===== config.mk =====
export PLATFORM = sky130hd
export DESIGN_NAME = dma_req_router
export DESIGN_NICKNAME = d
export VERILOG_FILES = /design/src/rtl/dmux_pkg.sv /design/src/rtl/dmux_regfile.sv /design/src/rtl/dmux_channel.sv /design/src/rtl/dma_req_router.sv
export SDC_FILE = /design/constraint.sdc
export NUM_CORES = 1
export LEC_CHECK = 0
export BUFFER_PORTS_ARGS = -buffer_cell sky130_fd_sc_hd__buf_2
export CAP_MARGIN = 15
export CELL_PAD_IN_SITES_DETAIL_PLACEMENT = 0
export CELL_PAD_IN_SITES_GLOBAL_PLACEMENT = 1
export CORE_ASPECT_RATIO = 0.75
export CORE_MARGIN = 2
export CORE_UTILIZATION = 48
export CTS_CLUSTER_SIZE = 10
export DETAILED_ROUTE_END_ITERATION = 10
export PLACE_DENSITY_LB_ADDON = 0.1
export SLEW_MARGIN = 20
export SYNTH_ARGS = -nofsm -noshare
export SYNTH_HDL_FRONTEND = slang
export SYNTH_SLANG_ARGS = --single-unit

===== constraint.sdc =====
create_clock -name clk -period 4.3 [get_ports clk]
set_input_delay 1.29 -clock clk [delete_from_list [all_inputs] [get_ports clk]]
set_output_delay 1.29 -clock clk [all_outputs]
set_load 0.1 [all_outputs]

===== src/rtl/dmux_pkg.sv =====
package dmux_pkg;
    localparam int CFG_W   = 8;
    localparam int SEL_W   = 6;
    localparam int NUM_SRC = 2 ** SEL_W;

    typedef struct packed {
        logic             en;
        logic             trg;
        logic [SEL_W-1:0] sel;
    } ch_cfg_t;
endpackage


===== src/rtl/dmux_regfile.sv =====
module dmux_regfile
    import dmux_pkg::*;
#(
    parameter int NUM_CH = 8,
    parameter int ADDR_W = 4
) (
    input  logic                        clk,
    input  logic                        rst_n,
    input  logic                        bus_wr,
    input  logic [ADDR_W-1:0]           bus_addr,
    input  logic [CFG_W-1:0]            bus_wdata,
    output logic [CFG_W-1:0]            bus_rdata,
    output logic [NUM_CH-1:0][CFG_W-1:0] cfg_o
);
    localparam int IDX_W = (NUM_CH > 1) ? $clog2(NUM_CH) : 1;

    typedef struct packed {
        logic [NUM_CH-1:0][CFG_W-1:0] cfg;
    } rf_state_t;

    rf_state_t st_d, st_q;
    logic       in_range;
    logic [IDX_W-1:0] idx;

    assign idx      = bus_addr[IDX_W-1:0];
    assign in_range = (bus_addr < ADDR_W'(NUM_CH));

    always_comb begin
        st_d = st_q;
        if (bus_wr && in_range) begin
            st_d.cfg[idx] = bus_wdata;
        end
        bus_rdata = in_range ? st_q.cfg[idx] : '0;
    end

    always_ff @(posedge clk or negedge rst_n) begin
        if (!rst_n) begin
            st_q <= '0;
        end else begin
            st_q <= st_d;
        end
    end

    assign cfg_o = st_q.cfg;

    // an in-range write lands in the addressed byte
    a_r2_write_lands: assert property (@(posedge clk) disable iff (!rst_n)
        (bus_wr && in_range) |=> (st_q.cfg[$past(idx)] == $past(bus_wdata)));

    // out-of-range writes leave the storage untouched
    a_r3_oob_ignored: assert property (@(posedge clk) disable iff (!rst_n)
        (bus_wr && !in_range) |=> $stable(st_q.cfg));

    // reads beyond the channel count return zero
    a_r3_oob_reads_zero: assert property (@(posedge clk) disable iff (!rst_n)
        !in_range |-> (bus_rdata == '0));
endmodule


===== src/rtl/dmux_channel.sv =====
module dmux_channel
    import dmux_pkg::*;
#(
    parameter bit HAS_TRIG   = 1'b1,
    parameter int NUM_ALWAYS = 4
) (
    input  logic               clk,
    input  logic               rst_n,
    input  logic [CFG_W-1:0]   cfg_byte,
    input  logic [NUM_SRC-1:0] src_req,
    input  logic               trig,
    input  logic               ack,
    output logic               req
);
    localparam int ALW_BASE = NUM_SRC - NUM_ALWAYS;

    typedef struct packed {
        logic pend;
        logic trig_prev;
    } ch_state_t;

    ch_state_t st_d, st_q;
    ch_cfg_t   cfg;
    logic      src_active;
    logic      trig_mode;
    logic      rise;

    assign cfg = ch_cfg_t'(cfg_byte);

    generate
        if (HAS_TRIG) begin : g_trig
            assign trig_mode = cfg.trg;
        end else begin : g_notrig
            assign trig_mode = 1'b0;
        end
    endgenerate

    always_comb begin
        if (cfg.sel == '0) begin
            src_active = 1'b0;
        end else if (int'(cfg.sel) >= ALW_BASE) begin
            src_active = 1'b1;
        end else begin
            src_active = src_req[cfg.sel];
        end
    end

    always_comb begin
        st_d           = st_q;
        rise           = trig && !st_q.trig_prev;
        st_d.trig_prev = trig;
        if (!cfg.en || !trig_mode) begin
            st_d.pend = 1'b0;
        end else if (rise) begin
            st_d.pend = 1'b1;
        end else if (ack) begin
            st_d.pend = 1'b0;
        end
    end

    always_ff @(posedge clk or negedge rst_n) begin
        if (!rst_n) begin
            st_q <= '0;
        end else begin
            st_q <= st_d;
        end
    end

    always_comb begin
        if (!cfg.en) begin
            req = 1'b0;
        end else if (trig_mode) begin
            req = st_q.pend && src_active;
        end else begin
            req = src_active;
        end
    end

    // a disabled channel never requests
    a_r7_disabled_quiet: assert property (@(posedge clk) disable iff (!rst_n)
        !cfg.en |-> !req);

    // disabling discards the pending trigger
    a_r10_disable_clears: assert property (@(posedge clk) disable iff (!rst_n)
        !cfg.en |=> !st_q.pend);

    // pending is only raised by a fresh trigger edge
    a_r11_edge_only: assert property (@(posedge clk) disable iff (!rst_n)
        $rose(st_q.pend) |-> $past(trig && !st_q.trig_prev));

    // an always-active source keeps an untriggered channel requesting
    a_r6_always_on: assert property (@(posedge clk) disable iff (!rst_n)
        (cfg.en && !trig_mode && int'(cfg.sel) >= ALW_BASE) |-> req);
endmodule


===== src/rtl/dma_req_router.sv =====
module dma_req_router
    import dmux_pkg::*;
#(
    parameter int NUM_CH      = 8,
    parameter int NUM_TRIG_CH = 4,
    parameter int NUM_ALWAYS  = 4,
    parameter int ADDR_W      = 4
) (
    input  logic                   clk,
    input  logic                   rst_n,
    input  logic                   bus_wr,
    input  logic [ADDR_W-1:0]      bus_addr,
    input  logic [CFG_W-1:0]       bus_wdata,
    output logic [CFG_W-1:0]       bus_rdata,
    input  logic [NUM_SRC-1:0]     src_req,
    input  logic [NUM_TRIG_CH-1:0] trig_in,
    input  logic [NUM_CH-1:0]      dma_ack,
    output logic [NUM_CH-1:0]      ch_req
);
    logic [NUM_CH-1:0][CFG_W-1:0] cfg_w;
    logic [NUM_CH-1:0]            trig_w;

    dmux_regfile #(
        .NUM_CH (NUM_CH),
        .ADDR_W (ADDR_W)
    ) i_regs (
        .clk       (clk),
        .rst_n     (rst_n),
        .bus_wr    (bus_wr),
        .bus_addr  (bus_addr),
        .bus_wdata (bus_wdata),
        .bus_rdata (bus_rdata),
        .cfg_o     (cfg_w)
    );

    generate
        for (genvar g = 0; g < NUM_CH; g++) begin : g_ch
            if (g < NUM_TRIG_CH) begin : g_t
                assign trig_w[g] = trig_in[g];
            end else begin : g_nt
                assign trig_w[g] = 1'b0;
            end

            dmux_channel #(
                .HAS_TRIG   (g < NUM_TRIG_CH),
                .NUM_ALWAYS (NUM_ALWAYS)
            ) i_ch (
                .clk      (clk),
                .rst_n    (rst_n),
                .cfg_byte (cfg_w[g]),
                .src_req  (src_req),
                .trig     (trig_w[g]),
                .ack      (dma_ack[g]),
                .req      (ch_req[g])
            );
        end
    endgenerate

    // nothing requests in the first cycle after reset
    a_r1_reset_quiet: assert property (@(posedge clk)
        $rose(rst_n) |-> (ch_req == '0));
endmodule


Word-level counts from Yosys, hierarchy flattened
Index checks and enable logic that the tools add are counted.
{"block": "totals", "regBits": 72, "output_inout_bits": 16, "input_bits": 91, "latchBits": 0, "memories": 0, "word_cells": 135, "mem_bits_rw": 0, "mem_bits_ro": 0}
{"block": "classes", "add_sub_neg": 0, "mux": 62, "multipliers": 0, "n_bitwise": 0, "n_div": 0, "eq_ne": 0, "shifts": 0, "n_reduce_logical": 38, "magnitude_cmp": 19}
{"op": "64-bit bitwise mux", "n": 1}
{"op": "6-bit by 7-bit less-than comparator with 1-bit output (second input constant)", "n": 8}
{"op": "1-bit binary-select mux with 6-bit select", "n": 8}
{"op": "6-bit >= comparator (second input constant)", "n": 8}
{"op": "6-bit zero test", "n": 8}
{"op": "1-bit 2-to-1 mux", "n": 48}
{"op": "8-bit binary-select mux with 3-bit select", "n": 1}
{"op": "8-bit demux with 3-bit select", "n": 1}
{"op": "8-bit 2-to-1 mux", "n": 3}
{"op": "1-bit zero test", "n": 12}
{"op": "3-bit nonzero test", "n": 4}
{"op": "1-bit logical AND", "n": 10}
{"op": "1-bit logical OR", "n": 4}
{"op": "3-bit by 4-bit less-than comparator with 1-bit output (second input constant)", "n": 1}
{"op": "4-bit less-than comparator (second input constant)", "n": 1}
{"op": "3-bit by 1-bit >= comparator with 1-bit output (second input constant)", "n": 1}

Depth between registers and ports, before layout
Gate-level depths: netlist of the first run.
{"block": "logic_depth", "word_depth": 7, "depth_mapped": 8, "ltp_nobuf": 5}

Hierarchy
A second synthesis of the first run with hierarchy kept.
{"block": "unflattened", "hier_cells": 657, "hier_area_um2": 8007.7}
{"mod": "dmux_regfile", "cells_each": 228, "area_each_um2": 3074.2, "instances": 1}
{"mod": "dmux_channel at g_ch[0].i_ch ...", "cells_each": 64, "area_each_um2": 691.9, "instances": 4}
{"mod": "dmux_channel at g_ch[4].i_ch ...", "cells_each": 43, "area_each_um2": 540.5, "instances": 4}
{"mod": "dma_req_router", "cells_each": 1, "area_each_um2": 3.8, "instances": 1}

Least setup slack after synthesis of the first run
Ideal clock, no wire load.
{"block": "synth_timing", "kind": "input port to output port", "start": "input port bus_addr[0]", "end": "output port bus_rdata[1]", "n_path_buf": 3, "stages": 7, "arrival_ns": 3.798, "t_required_ns": 3.010, "slack_ns": -0.788, "cell_sequence": "buf_2 > buf_1 > clkbuf_1 > nand3_1 > a21oi_1 > a21oi_1 > a21oi_1"}
{"block": "synth_between", "elab_chain_len": 3, "elab_cells_between_ends": 4, "classes_between": "order compare (1); mux (3)"}
{"item": "from (decl)", "line": "dma_req_router.sv:12", "rtl": "input logic [ADDR_W-1:0] bus_addr,"}
{"item": "8-bit binary-select mux with 3-bit select", "line": "dmux_regfile.sv:33", "rtl": "bus_rdata = in_range ? st_q.cfg[idx] : '0;"}
{"item": "8-bit 2-to-1 mux (implied by the code)", "line": "dmux_regfile.sv:33"}
{"item": "8-bit 2-to-1 mux (*)", "line": "dmux_regfile.sv:33"}
{"item": "to (decl)", "line": "dma_req_router.sv:14", "rtl": "output logic [CFG_W-1:0] bus_rdata,"}
Mark *: on every way between the ends. The rest lies on a longest branch, timed or not. The select of a mux whose other input is x is not followed.

Final worst setup path of the first run
{"block": "layout_timing", "start": "input port src_req[25]", "end": "output port ch_req[4]"}
{"block": "layout_between", "elab_chain_len": 5}
{"item": "from (decl)", "line": "dma_req_router.sv:15", "rtl": "input logic [NUM_SRC-1:0] src_req,"}
{"item": "1-bit binary-select mux with 6-bit select", "line": "dmux_channel.sv:44", "rtl": "src_active = src_req[cfg.sel];"}
{"item": "1-bit 2-to-1 mux (implied by the code)", "line": "dmux_channel.sv:44"}
{"item": "1-bit 2-to-1 mux", "line": "dmux_channel.sv:41", "rtl": "end else if (int'(cfg.sel) >= ALW_BASE) begin"}
{"item": "1-bit 2-to-1 mux", "line": "dmux_channel.sv:39", "rtl": "if (cfg.sel == '0) begin"}
{"item": "1-bit 2-to-1 mux", "line": "dmux_channel.sv:70", "rtl": "if (!cfg.en) begin"}
{"item": "to (decl)", "line": "dma_req_router.sv:18", "rtl": "output logic [NUM_CH-1:0] ch_req"}
Every way passes these cells. The select of a mux whose other input is x is not followed.

==> results.md, run 1 <==
* Status: complete, but fails checks
* Failing checks: negative setup slack
* Final worst slack at -0.1136 ns
* Cts hold-fix bufs at 0
* Switch Pwr at 1.822 mW
* HP Class: reg -> reg
* Layout area overhead at 27.19%
* Cell variety after synth at 51
* Syn avg cell area at 13.10 µm²
* DRT antenna net count at 0
* Core Box Area at 15320 µm²
* First-pass GRT wire length at 41790 µm
* Setup Viol. Count Final at 6
* CP Buf/Inv Count at 3
* Synthesized area at 7547 µm²
* Initial detailed-routing violation count at 818
* Number of global-route vias before repair at 6616
* Hold WS at 0.5140 ns
* Fmax at 226.6 MHz
* Combinational fraction of design power at 0.537
* H-tree depth at 3
* Crit-path max cell delay at 0.55 ns
* Largest net degree at the start of global routing at 73
* Initial antenna violation count at 0
* Slew headroom at 0.3870
* CP max-delay cell: mux4_2
* Top cells by count, synth: mux4_2, mux2_2, dfrtp_1, mux2i_1, nand2_1
* CP Max Fanout at 3
* Die Y at 112.6 µm
* Post-synthesis async set-or-reset flop share at 1.000
* Crit Path Class: in -> out
* Least-Margin Pin Slew at 0.9195 ns
* YS warnings at 0
* Mapped Cells at 576
* Cell with the most instances after synthesis: mux4_2
* Synth area leaders: mux4_2, dfrtp_1, mux2_2
* Crit path time final at 4.414 ns
* # IOs at 107
* Max clock buf depth at 2
* Unrepaired setup endpoints after global routing: yes
* GRT Residual Overflow at 0
* ANT cells at 0
* Final hold viol count at 0
* Final clock period utilization by the worst path at 1.026
* PwrDens at 454.4 nW/µm²
* # placed instances at 905
* Max IR drop VDD at 308.5 µV
* CP Data Arrival Time at 3.12 ns
* Wire per inst at 29.55 µm
* Max Slew Vio Count at 0
* Register area share after synthesis at 0.2387
* Critical Path RT at 3.01 ns
* DRC errors left at 0
* EDFF count, synth at 0
* Clock network power share at 0.188
* Fin nets at 812
* Most used flip-flop cell after synthesis: dfrtp_1
* Root Driver: clkbuf_16
* DRT Wirelength at 27510 µm
* Synth Register Bits at 72
* Worst-path cell chain: buf_6 -> buf_6 -> mux4_2 -> mux4_2 -> a22oi_2 -> o22ai_2 -> buf_12
* CP endpoint kind: output pin
* Total power at 4.362 mW
* Final setup TNS at -0.3951 ns
* Syn nets at 667
* Starting density of the core at 0.4926
* # clock sinks at 72
* CTS tree: done
* TritonRoute pass-1 iters at 5
* Leakage at 3.796 nW
* Seq pwr share at 0.275
* Layout cells sized above 1 at 0.6129
* Switching Share at 0.4176
* Util after Layout at 0.6265
* Type of origin of the critical path: input port
* Synth area leader: mux4_2
* Gp weighted congestion at 0.9890
* Die X at 148.8 µm
* Max-Cap Viols at 0
* Final HPWL DP at 20740 µm
* Worst-path clk slew at 0.06 ns
* Cell Count, Final, Fillers Out at 931
* Rows at 39
* Vias at 6465
* CTS Buf Count at 9
* # port buffers at 102
* Reg2Reg Setup Slack at 2.98 ns
* Synth top area share at 0.3491
* Die ar. at 16750 µm²
* Vias per inst at 6.944
* Top delay family on crit path: multiplexers
* Clock latency on the worst-skew pair at 0.34 ns
* Int Pwr at 2.540 mW
* GR Util All Layers at 0.3423
* Skew final at 0.008026 ns
layout make-up:
class                   count  area, µm²
clock buffers              10      229.0
clock inverters             6      92.59
fillers                  1250       5723
inverters                  14      52.55
multi-input cells         424       5408
flip-flops and latches     72       1802
well taps                 205      256.5
repair buffers            200       1759
registers in the layout (all words and copies together), names as in the netlist:
| name | cells |
|---|---|
| i_regs.cfg_o | 64 |
| g_ch.i_ch.st_q | 8 |
per-layer routing:
metal | part of all wire | up-vias | global-route usage
met5 | 0 | - | 0
met4 | 0.018 | 0 | 0.06222
met3 | 0.13 | 41 | 0.1256
met2 | 0.44 | 409 | 0.5022
met1 | 0.41 | 3336 | 0.4988
li1 | - | 2679 | -
power by group through the flow:
| stage | sequential (mW) | combinational, mW | clock, mW |
|---|---|---|---|
| after global placement | 1.19 | 2.15 | 0 |
| after detailed placement | 1.20 | 2.18 | 0 |
| after global routing | 1.22 | 2.46 | 0.856 |
| after floorplan | 0.917 | 1.78 | 0 |
| after CTS | 1.19 | 2.29 | 0.825 |
| final | 1.20 | 2.34 | 0.819 |
cells in the final DEF, fill, tap and decap left out, types with 3 or more instances in the layout:
master	Yosys	final
mux4_2	117	126
mux2_2	76	76
dfrtp_1	72	72
buf_4	13	64
buf_2	10	61
buf_6	8	57
mux2i_1	33	29
nand2_1	28	28
a21oi_1	20	16
nor2_1	19	14
inv_1	14	14
buf_12	0	14
o21ai_0	15	13
nand3b_1	9	9
o22ai_1	10	9
clkbuf_16	0	9
a22oi_1	10	8
mux4_1	16	7
nand3_1	7	6
a31oi_1	6	6
nor2b_1	5	5
and3_1	5	5
nand2b_1	5	5
mux2i_2	0	4
nor3b_1	3	3
nor2_2	0	3
a221oi_1	3	3
through the flow:
step / setup WS [ns] / instance area (µm²)
finish: -0.1136 / 9599
detailed placement: -0.2992 / 8821
global placement: -0.2818 / 8821
global route: -0.1383 / 9599
CTS: -0.1016 / 9545
floorplan: -0.1759 / 7596
timing repair:
item,CTS,global route
buffers inserted,10,0
setup endpoints to repair,8,10
gates resized for setup,92,14
pin swaps,8,4
worst paths after layout:
| kind | start | endpoint | cells past startpoint |
|---|---|---|---|
| worst max register to register | i_regs.cfg_o[57]$_DFFE_PN0P_ | i_regs.cfg_o[57]$_DFFE_PN0P_ | 2 |
| worst min-delay path | i_regs.cfg_o[54]$_DFFE_PN0P_ | i_regs.cfg_o[54]$_DFFE_PN0P_ | 1 |
| worst max-delay path | src_req[25] | ch_req[4] | 7 |
| max in group asynchronous | rst_n | i_regs.cfg_o[40]$_DFFE_PN0P_ | 1 |
| min in group asynchronous | rst_n | i_regs.cfg_o[1]$_DFFE_PN0P_ | 1 |
| worst min register to register | i_regs.cfg_o[54]$_DFFE_PN0P_ | i_regs.cfg_o[54]$_DFFE_PN0P_ | 1 |
cell families after synthesis:
group | after synthesis | share of synthesized area
multiplexers | 242 | 0.5620
AND/OR/NAND/NOR | 97 | 0.06863
AO/OA/AOI/OAI | 85 | 0.07460
buffers and inverters | 80 | 0.05603
flip-flops | 72 | 0.2387
Note: power is estimated with default switching activity, not from simulation.
==> inputs of run 2 (changes only) <==
==> constraint.sdc (replaced) <==
create_clock -name clk -period 4.3 [get_ports clk]
set_input_delay 0.645 -clock clk [delete_from_list [all_inputs] [get_ports clk]]
set_output_delay 0.645 -clock clk [all_outputs]
set_load 0.1 [all_outputs]
==> results.md, run 2 (synthesized netlist as in run 1, its figures left out) <==
* Max reg flops at 64
* Max IR drop VDD at 281.1 µV
* Initial detailed-routing violation count at 605
* Filler instances at 1336
* Leading cell type in the layout, fill and taps excluded: mux4_2
* CP max-delay cell: dfrtp_1
* Leading cell types in the layout, fill and taps excluded: mux4_2, buf_2, mux2_2, dfrtp_1, mux2i_1
* Rows at 39
* # clock sinks at 72
* DRT Wirelength at 26200 µm
* CP Max Fanout at 14
* HP Class: in -> reg
* Largest net degree at the start of global routing at 73
* # Post-CTS Setup Buffers at 0
* Crit Path Class: reg -> out
* DRT antenna net count at 0
* Fmax at 260.5 MHz
* CTS tree: done
* CP Data Arrival Time at 3.19 ns
* Crit path time final at 3.838 ns
* DRC errors left at 0
* Max Slew Vio Count at 0
* Layout area overhead at 10.69%
* Cts hold-fix bufs at 0
* ANT cells at 0
* PwrDens at 476.7 nW/µm²
* First-pass GRT wire length at 39570 µm
* Max-Cap Viols at 0
* GR Util All Layers at 0.3243
* Max clock buf depth at 2
* Clock latency on the worst-skew pair at 0.33 ns
* Top delay family on crit path: multiplexers
* Unrepaired setup endpoints after global routing: no
* TritonRoute pass-1 iters at 7
* # IOs at 107
* Root Driver: clkbuf_16
* CP Buf/Inv Count at 1
* Final HPWL DP at 18940 µm
* Number of global-route vias before repair at 6273
* Vias per inst at 7.282
* Die Y at 112.6 µm
* Setup Viol. Count Final at 0
* CTS Buf Count at 9
* Util after Layout at 0.5452
* Type of origin of the critical path: flip-flop
* Reg2Reg Setup Slack at 2.94 ns
* Die ar. at 16750 µm²
* Leakage at 3.245 nW
* Final hold viol count at 0
* Worst-path clk slew at 0.06 ns
* Gp weighted congestion at 0.9745
* Crit-path max cell delay at 0.87 ns
* Vias at 6139
* Final clock period utilization by the worst path at 0.8926
* Post-cts sizing count at 0
* Layout cells sized above 1 at 0.5094
* H-tree depth at 3
* Initial antenna violation count at 0
* Worst-path cell chain: mux4_1 -> mux4_2 -> and3b_1 -> a21oi_1 -> a221oi_2 -> buf_2
* GRT Residual Overflow at 0
* # placed instances at 827
* Wire per inst at 31.08 µm
* Cell Count, Final, Fillers Out at 843
* # port buffers at 102
* Final setup TNS at 0 ns
* Slew headroom at 0.3323
* Fin nets at 724
* Starting density of the core at 0.4926
* Least-Margin Pin Slew at 1.002 ns
* Core Box Area at 15320 µm²
* CP endpoint kind: output pin
* Die X at 148.8 µm
* Skew final at 0.0005779 ns
* Status: complete, no violations
* Critical Path RT at 3.65 ns
-- run 2: area by class of cell --
type                       instances  area (µm²)  share of cell area
multi-input combinational        424        5323              0.6371
inverter                          14       52.55            0.006290
tap                              205       256.5             0.03070
clock inverter                     4       76.32            0.009136
sequential                        72        1802              0.2157
timing repair buffer             112       588.1             0.07039
clock buffer                      12       256.5             0.03070
-- run 2: per-stage QoR --
stage	area (µm²)	hold WS, ns	setup WS (ns)	power, mW
2_1_floorplan	7547	0.3494	0.5017	2.685
3_3_place_gp	8021	0.4879	0.8891	3.109
3_5_place_dp	8021	0.4944	0.8501	3.144
4_1_cts	8354	0.4200	0.4889	3.978
5_1_grt	8354	0.4158	0.3744	4.178
6_report	8354	0.4281	0.4617	3.982
-- run 2: where the power goes --
group	switching, mW	internal (mW)
registers	0.486	0.815
clock network	0.281	0.541
logic	0.859	1.00
-- run 2: per-layer routing --
layer | up-vias | wire length, µm | GRT usage
met5 | - | 0 | 0
met4 | 0 | 562 | 0.06984
met3 | 42 | 3757 | 0.1272
met2 | 431 | 11330 | 0.4627
met1 | 3154 | 10560 | 0.4733
li1 | 2512 | - | -
-- run 2: path summary, 6_finish.rpt --
| path | start | endpoint | depth (start not counted) |
|---|---|---|---|
| setup / recovery | i_regs.cfg_o[0]$_DFFE_PN0P_ | ch_req[0] | 6 |
| max in group asynchronous | rst_n | i_regs.cfg_o[27]$_DFFE_PN0P_ | 1 |
| hold / removal | trig_in[3] | g_ch[3].i_ch.st_q[0]$_DFF_PN0_ | 1 |
| hold reg to reg | i_regs.cfg_o[38]$_DFFE_PN0P_ | i_regs.cfg_o[38]$_DFFE_PN0P_ | 1 |
| min in group asynchronous | rst_n | i_regs.cfg_o[50]$_DFFE_PN0P_ | 1 |
| setup reg to reg | i_regs.cfg_o[40]$_DFFE_PN0P_ | i_regs.cfg_o[40]$_DFFE_PN0P_ | 1 |
